<file path="config.mk">
export PLATFORM = sky130hd
export DESIGN_NAME = tmr_common_sect
export DESIGN_NICKNAME = d
export VERILOG_FILES = /design/src/rtl/tmr_pkg.sv /design/src/rtl/tmr_vote.sv /design/src/rtl/tmr_rep_reg.sv /design/src/rtl/tmr_timer_ctl.sv /design/src/rtl/tmr_common_sect.sv
export SDC_FILE = /design/constraint.sdc
export NUM_CORES = 1
export LEC_CHECK = 0
export ABC_AREA = 1
export BUFFER_PORTS_ARGS = -buffer_cell sky130_fd_sc_hd__buf_2
export CAP_MARGIN = 20
export CORE_MARGIN = 2
export CORE_UTILIZATION = 25
export CTS_BUF_LIST = sky130_fd_sc_hd__clkbuf_4
export CTS_CLUSTER_SIZE = 10
export DETAILED_ROUTE_END_ITERATION = 8
export PLACE_DENSITY = 0.5
export REMOVE_ABC_BUFFERS = 1
export SETUP_SLACK_MARGIN = 0.5
export SYNTH_ARGS = -nofsm -noshare
export SYNTH_HDL_FRONTEND = slang
export SYNTH_SLANG_ARGS = --single-unit
</file>
<file path="constraint.sdc">
create_clock -name clk_i -period 2.1 [get_ports clk_i]
set_input_delay 0 -clock clk_i [delete_from_list [all_inputs] [get_ports clk_i]]
set_output_delay 0 -clock clk_i [all_outputs]
set_load 0.05 [all_outputs]
</file>
<file path="src/rtl/tmr_pkg.sv">
package tmr_pkg;
  localparam int NREP = 3;
  localparam logic [1:0] FLT_NONE = 2'd3;
endpackage

</file>
<file path="src/rtl/tmr_vote.sv">
module tmr_vote #(
  parameter int W = 8
) (
  input  logic [W-1:0] a_i,
  input  logic [W-1:0] b_i,
  input  logic [W-1:0] c_i,
  output logic [W-1:0] q_o
);
  assign q_o = (a_i & b_i) | (a_i & c_i) | (b_i & c_i);
endmodule

</file>
<file path="src/rtl/tmr_rep_reg.sv">
module tmr_rep_reg
  import tmr_pkg::*;
#(
  parameter int          W   = 8,
  parameter logic [W-1:0] RST = '0
) (
  input  logic         clk_i,
  input  logic         rst_ni,
  input  logic [W-1:0] nxt_i,
  input  logic [1:0]   flt_rep_i,
  input  logic [W-1:0] flt_mask_i,
  output logic [W-1:0] q_o
);
  logic [NREP-1:0][W-1:0] rep_q;

  // every copy reloads from the voted next value: scrubbing
  always_ff @(posedge clk_i or negedge rst_ni) begin
    if (!rst_ni) begin
      for (int r = 0; r < NREP; r++) rep_q[r] <= RST;
    end else begin
      for (int r = 0; r < NREP; r++)
        rep_q[r] <= nxt_i ^ ((flt_rep_i == 2'(r)) ? flt_mask_i : '0);
    end
  end

  tmr_vote #(.W(W)) u_vote (
    .a_i(rep_q[0]),
    .b_i(rep_q[1]),
    .c_i(rep_q[2]),
    .q_o(q_o)
  );


  voted_tracks_next_chk: assert property (@(posedge clk_i) disable iff (!rst_ni)
    rst_ni |=> q_o == $past(nxt_i));
endmodule

</file>
<file path="src/rtl/tmr_timer_ctl.sv">
module tmr_timer_ctl #(
  parameter int W = 16
) (
  input  logic         clk_i,
  input  logic         rst_ni,
  input  logic [W-1:0] cnt_i,
  input  logic         load_i,
  input  logic [W-1:0] load_val_i,
  input  logic         en_i,
  input  logic         auto_en_i,
  output logic [W-1:0] nxt_o,
  output logic         zero_o,
  output logic         auto_evt_o
);
  logic cnt_zero, cnt_one;

  assign cnt_zero = (cnt_i == '0);
  assign cnt_one  = (cnt_i == W'(1));

  always_comb begin
    if (load_i)                nxt_o = load_val_i;
    else if (en_i && !cnt_zero) nxt_o = cnt_i - W'(1);
    else                       nxt_o = cnt_i;
  end

  assign zero_o     = cnt_zero;
  assign auto_evt_o = auto_en_i && en_i && !load_i && cnt_one;


  tmr_load_chk: assert property (@(posedge clk_i) disable iff (!rst_ni)
    load_i |=> cnt_i == $past(load_val_i));

  tmr_dec_chk: assert property (@(posedge clk_i) disable iff (!rst_ni)
    (en_i && !load_i && cnt_i != '0) |=> cnt_i == W'($past(cnt_i) - W'(1)));

  tmr_hold_chk: assert property (@(posedge clk_i) disable iff (!rst_ni)
    (!load_i && (!en_i || cnt_i == '0)) |=> $stable(cnt_i));
endmodule

</file>
<file path="src/rtl/tmr_common_sect.sv">
module tmr_common_sect
  import tmr_pkg::*;
#(
  parameter int XREG_W = 64,
  parameter int TMR_W  = 16
) (
  input  logic              clk_i,
  input  logic              rst_ni,
  input  logic              wr_en_i,
  input  logic              wr_side_i,
  input  logic [XREG_W-1:0] wr_data_i,
  input  logic              tmr_load_i,
  input  logic [TMR_W-1:0]  tmr_load_val_i,
  input  logic              tmr_en_i,
  input  logic              auto_swo_en_i,
  input  logic              swo_cmd_i,
  input  logic [1:0]        flt_rep_i,
  input  logic [XREG_W-1:0] flt_xreg_i,
  input  logic [TMR_W-1:0]  flt_tmr_i,
  input  logic              flt_side_i,
  output logic [XREG_W-1:0] xreg_o,
  output logic [TMR_W-1:0]  tmr_o,
  output logic              expired_o,
  output logic              active_side_o,
  output logic [1:0]        io_en_o
);
  localparam logic [TMR_W-1:0] TMR_RST = '1;

  logic              side_q, side_nxt;
  logic [XREG_W-1:0] xreg_q, xreg_nxt;
  logic [TMR_W-1:0]  tmr_q, tmr_nxt;
  logic              wr_acc, auto_evt;

  assign wr_acc   = wr_en_i && (wr_side_i == side_q);
  assign xreg_nxt = wr_acc ? wr_data_i : xreg_q;
  assign side_nxt = side_q ^ (swo_cmd_i | auto_evt);

  tmr_rep_reg #(.W(XREG_W), .RST('0)) u_xreg (
    .clk_i(clk_i), .rst_ni(rst_ni), .nxt_i(xreg_nxt),
    .flt_rep_i(flt_rep_i), .flt_mask_i(flt_xreg_i), .q_o(xreg_q)
  );

  tmr_timer_ctl #(.W(TMR_W)) u_tctl (
    .clk_i(clk_i), .rst_ni(rst_ni), .cnt_i(tmr_q),
    .load_i(tmr_load_i), .load_val_i(tmr_load_val_i),
    .en_i(tmr_en_i), .auto_en_i(auto_swo_en_i),
    .nxt_o(tmr_nxt), .zero_o(expired_o), .auto_evt_o(auto_evt)
  );

  tmr_rep_reg #(.W(TMR_W), .RST(TMR_RST)) u_tmr (
    .clk_i(clk_i), .rst_ni(rst_ni), .nxt_i(tmr_nxt),
    .flt_rep_i(flt_rep_i), .flt_mask_i(flt_tmr_i), .q_o(tmr_q)
  );

  tmr_rep_reg #(.W(1), .RST(1'b0)) u_side (
    .clk_i(clk_i), .rst_ni(rst_ni), .nxt_i(side_nxt),
    .flt_rep_i(flt_rep_i), .flt_mask_i(flt_side_i), .q_o(side_q)
  );

  assign xreg_o        = xreg_q;
  assign tmr_o         = tmr_q;
  assign active_side_o = side_q;
  assign io_en_o       = side_q ? 2'b10 : 2'b01;


  inactive_wr_ignored_chk: assert property (@(posedge clk_i) disable iff (!rst_ni)
    !(wr_en_i && wr_side_i == active_side_o) |=> $stable(xreg_o));

  wr_lands_chk: assert property (@(posedge clk_i) disable iff (!rst_ni)
    (wr_en_i && wr_side_i == active_side_o) |=> xreg_o == $past(wr_data_i));

  swo_toggle_chk: assert property (@(posedge clk_i) disable iff (!rst_ni)
    swo_cmd_i |=> active_side_o != $past(active_side_o));

  no_spurious_swo_chk: assert property (@(posedge clk_i) disable iff (!rst_ni)
    !(swo_cmd_i || (auto_swo_en_i && tmr_en_i && !tmr_load_i && tmr_o == TMR_W'(1)))
      |=> $stable(active_side_o));

  io_en_onehot_chk: assert property (@(posedge clk_i) disable iff (!rst_ni)
    $onehot0(io_en_o) && io_en_o != 2'b00);
endmodule

</file>
== Word level (Yosys, flattened, before mapping) ==
Index checks and enable logic that the tools add are counted.
Cells by class
  add/subtract/negate cells: 1
  eq/ne operators: 4
  mux-type cells: 13
  bitwise logic cells: 26
  reduce and logical (&&, ||, !) cells: 9
Operator list (number)
  $mux W64: 4
  $and A64 B64 Y64: 3
  $xor A64 B64 Y64: 3
  $or A64 B64 Y64: 2
  $mux W16: 5
  $and A16 B16 Y16: 3
  $xor A16 B16 Y16: 3
  $or A16 B16 Y16: 2
  $eq A16 B1 Y1 const B: 1
  $logic_not A16 Y1: 1
  $sub A16 B1 Y16 const B: 1
  $logic_and A1 B1 Y1: 5
  $xor A1 B1 Y1: 4
  $and A1 B1 Y1: 3
  $mux W1: 3
  $or A1 B1 Y1: 3
  $eq A2 B1 Y1 const B: 1
  $eq A2 B2 Y1 const B: 1
  $logic_not A1 Y1: 2
  $logic_not A2 Y1: 1
  $mux W2: 1
  $eq A1 B1 Y1: 1
Word-level totals
  flip-flop bits (word level): 243
  input port bits: 171
  word-level logic and storage cells: 62

== Logic depth before layout (Yosys ltp) ==
  depth in word-level cells: 9
  gate-level depth with buffers: 17
  gate-level depth less buffers: 16

== Cells and area by module ==
From an unflattened synthesis, not the netlist that was laid out.
Unflattened totals
  cells, all modules: 2131
  area, all modules: 15055.7 µm²
By module, submodules not included
  tmr_rep_reg at u_xreg: times used 1, cells each 1097, area an instance 8879.8 µm²
  tmr_rep_reg at u_tmr: times used 1, cells each 276, area an instance 2361.0 µm²
  tmr_vote at u_xreg.u_vote: times used 1, cells each 256, area an instance 1361.3 µm²
  tmr_common_sect: times used 1, cells each 222, area an instance 1074.8 µm²
  tmr_timer_ctl: times used 1, cells each 189, area an instance 863.3 µm²
  tmr_vote at u_tmr.u_vote: times used 1, cells each 64, area an instance 340.3 µm²
  tmr_rep_reg at u_side: times used 1, cells each 23, area an instance 153.9 µm²
  tmr_vote at u_side.u_vote: times used 1, cells each 4, area an instance 21.3 µm²

== Least setup slack after synthesis ==
OpenSTA, ideal clock, no wires.
  kind: register to register
  start: reg u_tmr.rep_q[1] (netlist bit)
  end: reg u_tmr.rep_q[6] (netlist bit)
  setup time: 0.076 ns
  arrival time: 2.594 ns
  required time: 2.024 ns
  setup slack: -0.570 ns
  cell stages (with the launch flop): 17
  buffers on the path: 1
  clock period less this slack: 2.670 ns
  cell sequence: dfstp_2 -> nand2_1 -> nand3_1 -> inv_1 -> ha_1 -> inv_1 -> nor2_1 -> nand2_1 -> nor2_2 -> nor2_4 -> buf_6 -> nand2_1 -> nand2_1 -> nand2_2 -> nand2_1 -> nand2_1 -> nand2_1
Between the ends
  word-level cells in the longest chain between the ends: 9
RTL lines
  from (decl): line tmr_rep_reg.sv:14  | logic [NREP-1:0][W-1:0] rep_q;
  from (signal, indexed assignment): line tmr_rep_reg.sv:22  | rep_q[r] <= nxt_i ^ ((flt_rep_i == 2'(r)) ? flt_mask_i : '0);
  $and A16 B16 Y16: line tmr_vote.sv:9  | assign q_o = (a_i & b_i) | (a_i & c_i) | (b_i & c_i);
  $or A16 B16 Y16 (*) (2 in series): line tmr_vote.sv:9
  net tmr_o[1]: line tmr_common_sect.sv:22  | output logic [TMR_W-1:0] tmr_o,
  $logic_not A16 Y1 (*): line tmr_timer_ctl.sv:17  | assign cnt_zero = (cnt_i == '0);
  net expired_o: line tmr_common_sect.sv:23  | output logic expired_o,
  $logic_not A1 Y1 (*): line tmr_timer_ctl.sv:22  | else if (en_i && !cnt_zero) nxt_o = cnt_i - W'(1);
  $logic_and A1 B1 Y1 (*): line tmr_timer_ctl.sv:22
  $mux W16 (*): line tmr_timer_ctl.sv:22
  $mux W16 (*): line tmr_timer_ctl.sv:21  | if (load_i) nxt_o = load_val_i;
  $xor A16 B16 Y16 (*): line tmr_rep_reg.sv:22
Mark *: on every way through the listed nets, which the timed path passes. The rest lies on a longest branch.

== Worst setup path after layout ==
  start: reg u_side.rep_q[2] (netlist bit)
  end: reg u_xreg.rep_q[36] (netlist bit)
Between the ends
  word-level cells in the longest chain between the ends: 7
RTL lines
  from (decl): line tmr_rep_reg.sv:14
  from (signal, indexed assignment): line tmr_rep_reg.sv:22
  $and A1 B1 Y1: line tmr_vote.sv:9
  $or A1 B1 Y1: line tmr_vote.sv:9
  $or A1 B1 Y1 (*): line tmr_vote.sv:9
  $eq A1 B1 Y1 (*): line tmr_common_sect.sv:34  | assign wr_acc = wr_en_i && (wr_side_i == side_q);
  $logic_and A1 B1 Y1 (*): line tmr_common_sect.sv:34
  $mux W64 (*): line tmr_common_sect.sv:35  | assign xreg_nxt = wr_acc ? wr_data_i : xreg_q;
  $xor A64 B64 Y64 (*): line tmr_rep_reg.sv:22
  to (signal, indexed assignment): line tmr_rep_reg.sv:22
  to (decl): line tmr_rep_reg.sv:14
Every way passes the cells marked *; elsewhere a longest branch is shown, timed or not.

==> metrics <==
status finished, violations left; failing checks negative setup slack; Total GRT Usage 0.148; Least-Margin Pin Slew 0.575 ns; required time worst endpoint 2.71 ns; Arr. time, crit path 2.75 ns; fraction of layout cells with a size suffix above 1 0.414; Switch Pwr 0.0135 W; synthesized area 13300 sq um; main area contributors after synthesis dfrtp_1, xor2_1, dfstp_2, nand2_1, nor2_1; Die ar. 55200 sq um; share of the synthesized area in the top cell type 0.366; setup slack after layout -0.0338 ns; top sig layer met4; GRT overflow 0; max incr delay on CP 0.38 ns; DRC Markers 0; Hold Path Sink u_xreg.rep_q[17]$_DFF_PN0_; vias per cell 4.20; Final Power 0.0313 W; GPL Wtd Cong 0.795; critical path class reg2reg; RSZ-0062 raised after global routing yes; Fin Clk Skew 0.0346 ns; CTS tree yes; crit path time final 2.13 ns; CTS Root Cell clkbuf_4; initial drt markers 362; routed vias 12.5k; Post-synth EDFFs 0; Post-Place Cell Area 15800 sq um; Tcrit/Tclk final 1.02; DRT Pass-1 Iters 5; Slew headroom 0.616; CP Cell Sequence o21a_1, a21oi_4, buf_6, buf_6, o21ai_4, buf_6, buf_16, buf_12, buf_6, buf_12, nand2_4, o21ai_4, xor2_1; Antenna Violating Nets Remaining 0; Worst Setup Start Kind flop; largest net degree at the start of global routing 82; cts bufs inserted 71; drt wl/cell 14.4 microns; Seq cells post-synth 243; Post-Route WL 42700 microns; Synth cell types 33; Worst Hold Class in2reg; post-synthesis sequential area ratio 0.461; Cells after Synth 1577; Synth top cells by count nand2_1, nor2_1, inv_1; LEAKAGE 11.7 nW; Crit Reg-Reg Startpoint u_side.rep_q[2]$_DFF_PN0_; clk_lat worst skew 0.76 ns; I/O Buffers 254; critical path's slowest cell dfrtp_1; r2r worst-path depth 13; clk buf depth 3; Int Power 0.0178 W; top_reg_cell synth dfrtp_1; Clock Power Share 0.153; Die Y 235 microns; share of total power in combinational logic 0.605; max_cap viols 0; dpl hpwl 25300 microns; Nets 2403; cell area after layout 22500 sq um; Setup crit end kind flop; reg2reg end u_xreg.rep_q[36]$_DFF_PN0_; final setup TNS -0.621 ns; initial core utilization 0.253; Max VDD drop 0.00102 V; crit path max fanout 5; fmax 0.469 GHz; async set-reset flop share out of synthesis 1.00; Top cell by count, worst path buf_6; vias in the first global route 13.1k; yosys warns 0; Core Util, Final 0.428; worst hold start flt_xreg_i[17]; core area 52700 sq um; register share of total power 0.243; Switching Share 0.431; final hold violations 0; synthesis-to-finish area growth 69.0%; initial antenna violation count 3; die width 235 microns; area leader, netlist dfrtp_1; max-slew violation count 0; routed length on met2 22200 microns; FILL cells 4954; top-count cell post-synth nand2_1; reg2reg setup slack -0.03 ns; Hold Crit Depth 5; Routed met3 length 2020 microns; IO Pins 255; # H-tree levels 3; met1 WL 17400 microns; first-pass GRT wire length 65400 microns; clk slew on worst S/H paths 0.07 ns; pwr/cell area 1390 nW/um^2; mean area per synthesized cell 8.45 sq um; clk sink count 243; # setup viols final 40; number of cell rows 84
[worst max-delay path by stage]
stage	cells after the start	slack [ns]	to	start
2_1_floorplan	6	-3.25	u_xreg.rep_q[101]$_DFF_PN0_	u_side.rep_q[1]$_DFF_PN0_
3_3_place_gp	16	0.09	u_tmr.rep_q[47]$_DFF_PN1_	u_tmr.rep_q[32]$_DFF_PN1_
3_5_place_dp	16	0.06	u_tmr.rep_q[21]$_DFF_PN1_	u_tmr.rep_q[32]$_DFF_PN1_
4_1_cts	8	-0.10	expired_o	u_tmr.rep_q[32]$_DFF_PN1_
5_1_grt	8	-0.19	expired_o	u_tmr.rep_q[7]$_DFF_PN1_
6_report	13	-0.03	u_xreg.rep_q[36]$_DFF_PN0_	u_side.rep_q[2]$_DFF_PN0_
[cell families (layout without fill, tap and decap cells)]
logic type                 count (synthesis)  after routing  synth area share
other                                      0              6                 0
buffers and inverters                    272            975            0.0824
AOI/OAI and AO/OA                         73             73            0.0523
and+or+nand+nor                          721            721             0.219
DFF                                      243            243             0.461
xor gates and xnor gates                 201            201             0.135
adders and majority gates                 67             67            0.0509
[layout make-up]
type / instances / area, sq um / share of cell area
multi-input cells: 1062 / 7770 / 0.345
flip-flops and latches: 243 / 6140 / 0.273
well taps: 688 / 861 / 0.0382
clock inverters: 26 / 214 / 0.00950
repair buffers: 624 / 5930 / 0.263
clock buffers: 98 / 736 / 0.0327
inverters: 227 / 861 / 0.0382
diodes: 6 / 15.0 / 0.000666
[power groups by stage]
stage,sequential (W),combinational (W),clock [W]
6_report,0.00758,0.0189,0.00478
5_1_grt,0.00777,0.0201,0.00526
4_1_cts,0.00751,0.0156,0.00502
3_5_place_dp,0.00757,0.0121,0
3_3_place_gp,0.00748,0.0119,0
2_1_floorplan,0.00741,0.00926,0
[critical path: cells and delay by family (launching register included)]
kind	cells	cell delay, ns
buf+inv	7	0.87
compound gates	4	0.50
flops	1	0.38
xor+xnor	1	0.15
simple gates	1	0.06
[routing by layer]
| layer | global-route usage | vias up |
|---|---|---|
| met5 | 0 | - |
| met4 | 0.0499 | 0 |
| met3 | 0.0408 | 91 |
| met2 | 0.265 | 296 |
| met1 | 0.169 | 5975 |
| li1 | - | 6124 |
[repair_timing]
item,in CTS,in global routing
setup endpoints to repair,327,327
resized for setup,329,429
pin swaps,116,196
buffers inserted,46,47
hold buffers,214,0
hold endpoints to repair,486,0
cloned,11,1
[registers in the layout, indices dropped and copies added, names as in the netlist]
signal / count
u_tmr.rep_q: 48
u_side.rep_q: 3
u_xreg.rep_q: 192
[per-stage QoR]
stage               setup slack, ns  cells  hold WS, ns
floorplan                     -3.25   1532       -0.296
global placement             0.0872   2525      -0.0133
detailed placement           0.0616   2525      -0.0114
CTS                          -0.102   2920     0.000446
global route                 -0.194   2974       0.0227
finish                      -0.0338   2974        0.131
[cell usage in the layout, fill, tap and decap left out, types with 7 or more instances in the layout]
| cell | netlist | layout |
|---|---|---|
| nand3_2 | 5 | 19 |
| dfrtp_1 | 195 | 195 |
| maj3_1 | 64 | 9 |
| nor2_1 | 276 | 266 |
| dfstp_2 | 48 | 48 |
| maj3_2 | 0 | 55 |
| buf_4 | 7 | 83 |
| o21ai_4 | 9 | 66 |
| buf_2 | 5 | 178 |
| nor2_4 | 2 | 7 |
| nand3_4 | 0 | 8 |
| buf_6 | 5 | 72 |
| nand2_4 | 1 | 88 |
| buf_12 | 0 | 24 |
| clkinv_1 | 0 | 13 |
| nor2_2 | 3 | 8 |
| xor2_1 | 198 | 196 |
| dlygate4sd3_1 | 0 | 214 |
| nand2_2 | 11 | 103 |
| buf_8 | 0 | 38 |
| clkinv_2 | 0 | 8 |
| inv_2 | 3 | 7 |
| nand3_1 | 81 | 59 |
| clkbuf_4 | 2 | 98 |
| inv_1 | 224 | 218 |
| nand2_1 | 335 | 156 |
| buf_16 | 0 | 14 |
Note: power is estimated with default switching activity, not from simulation.
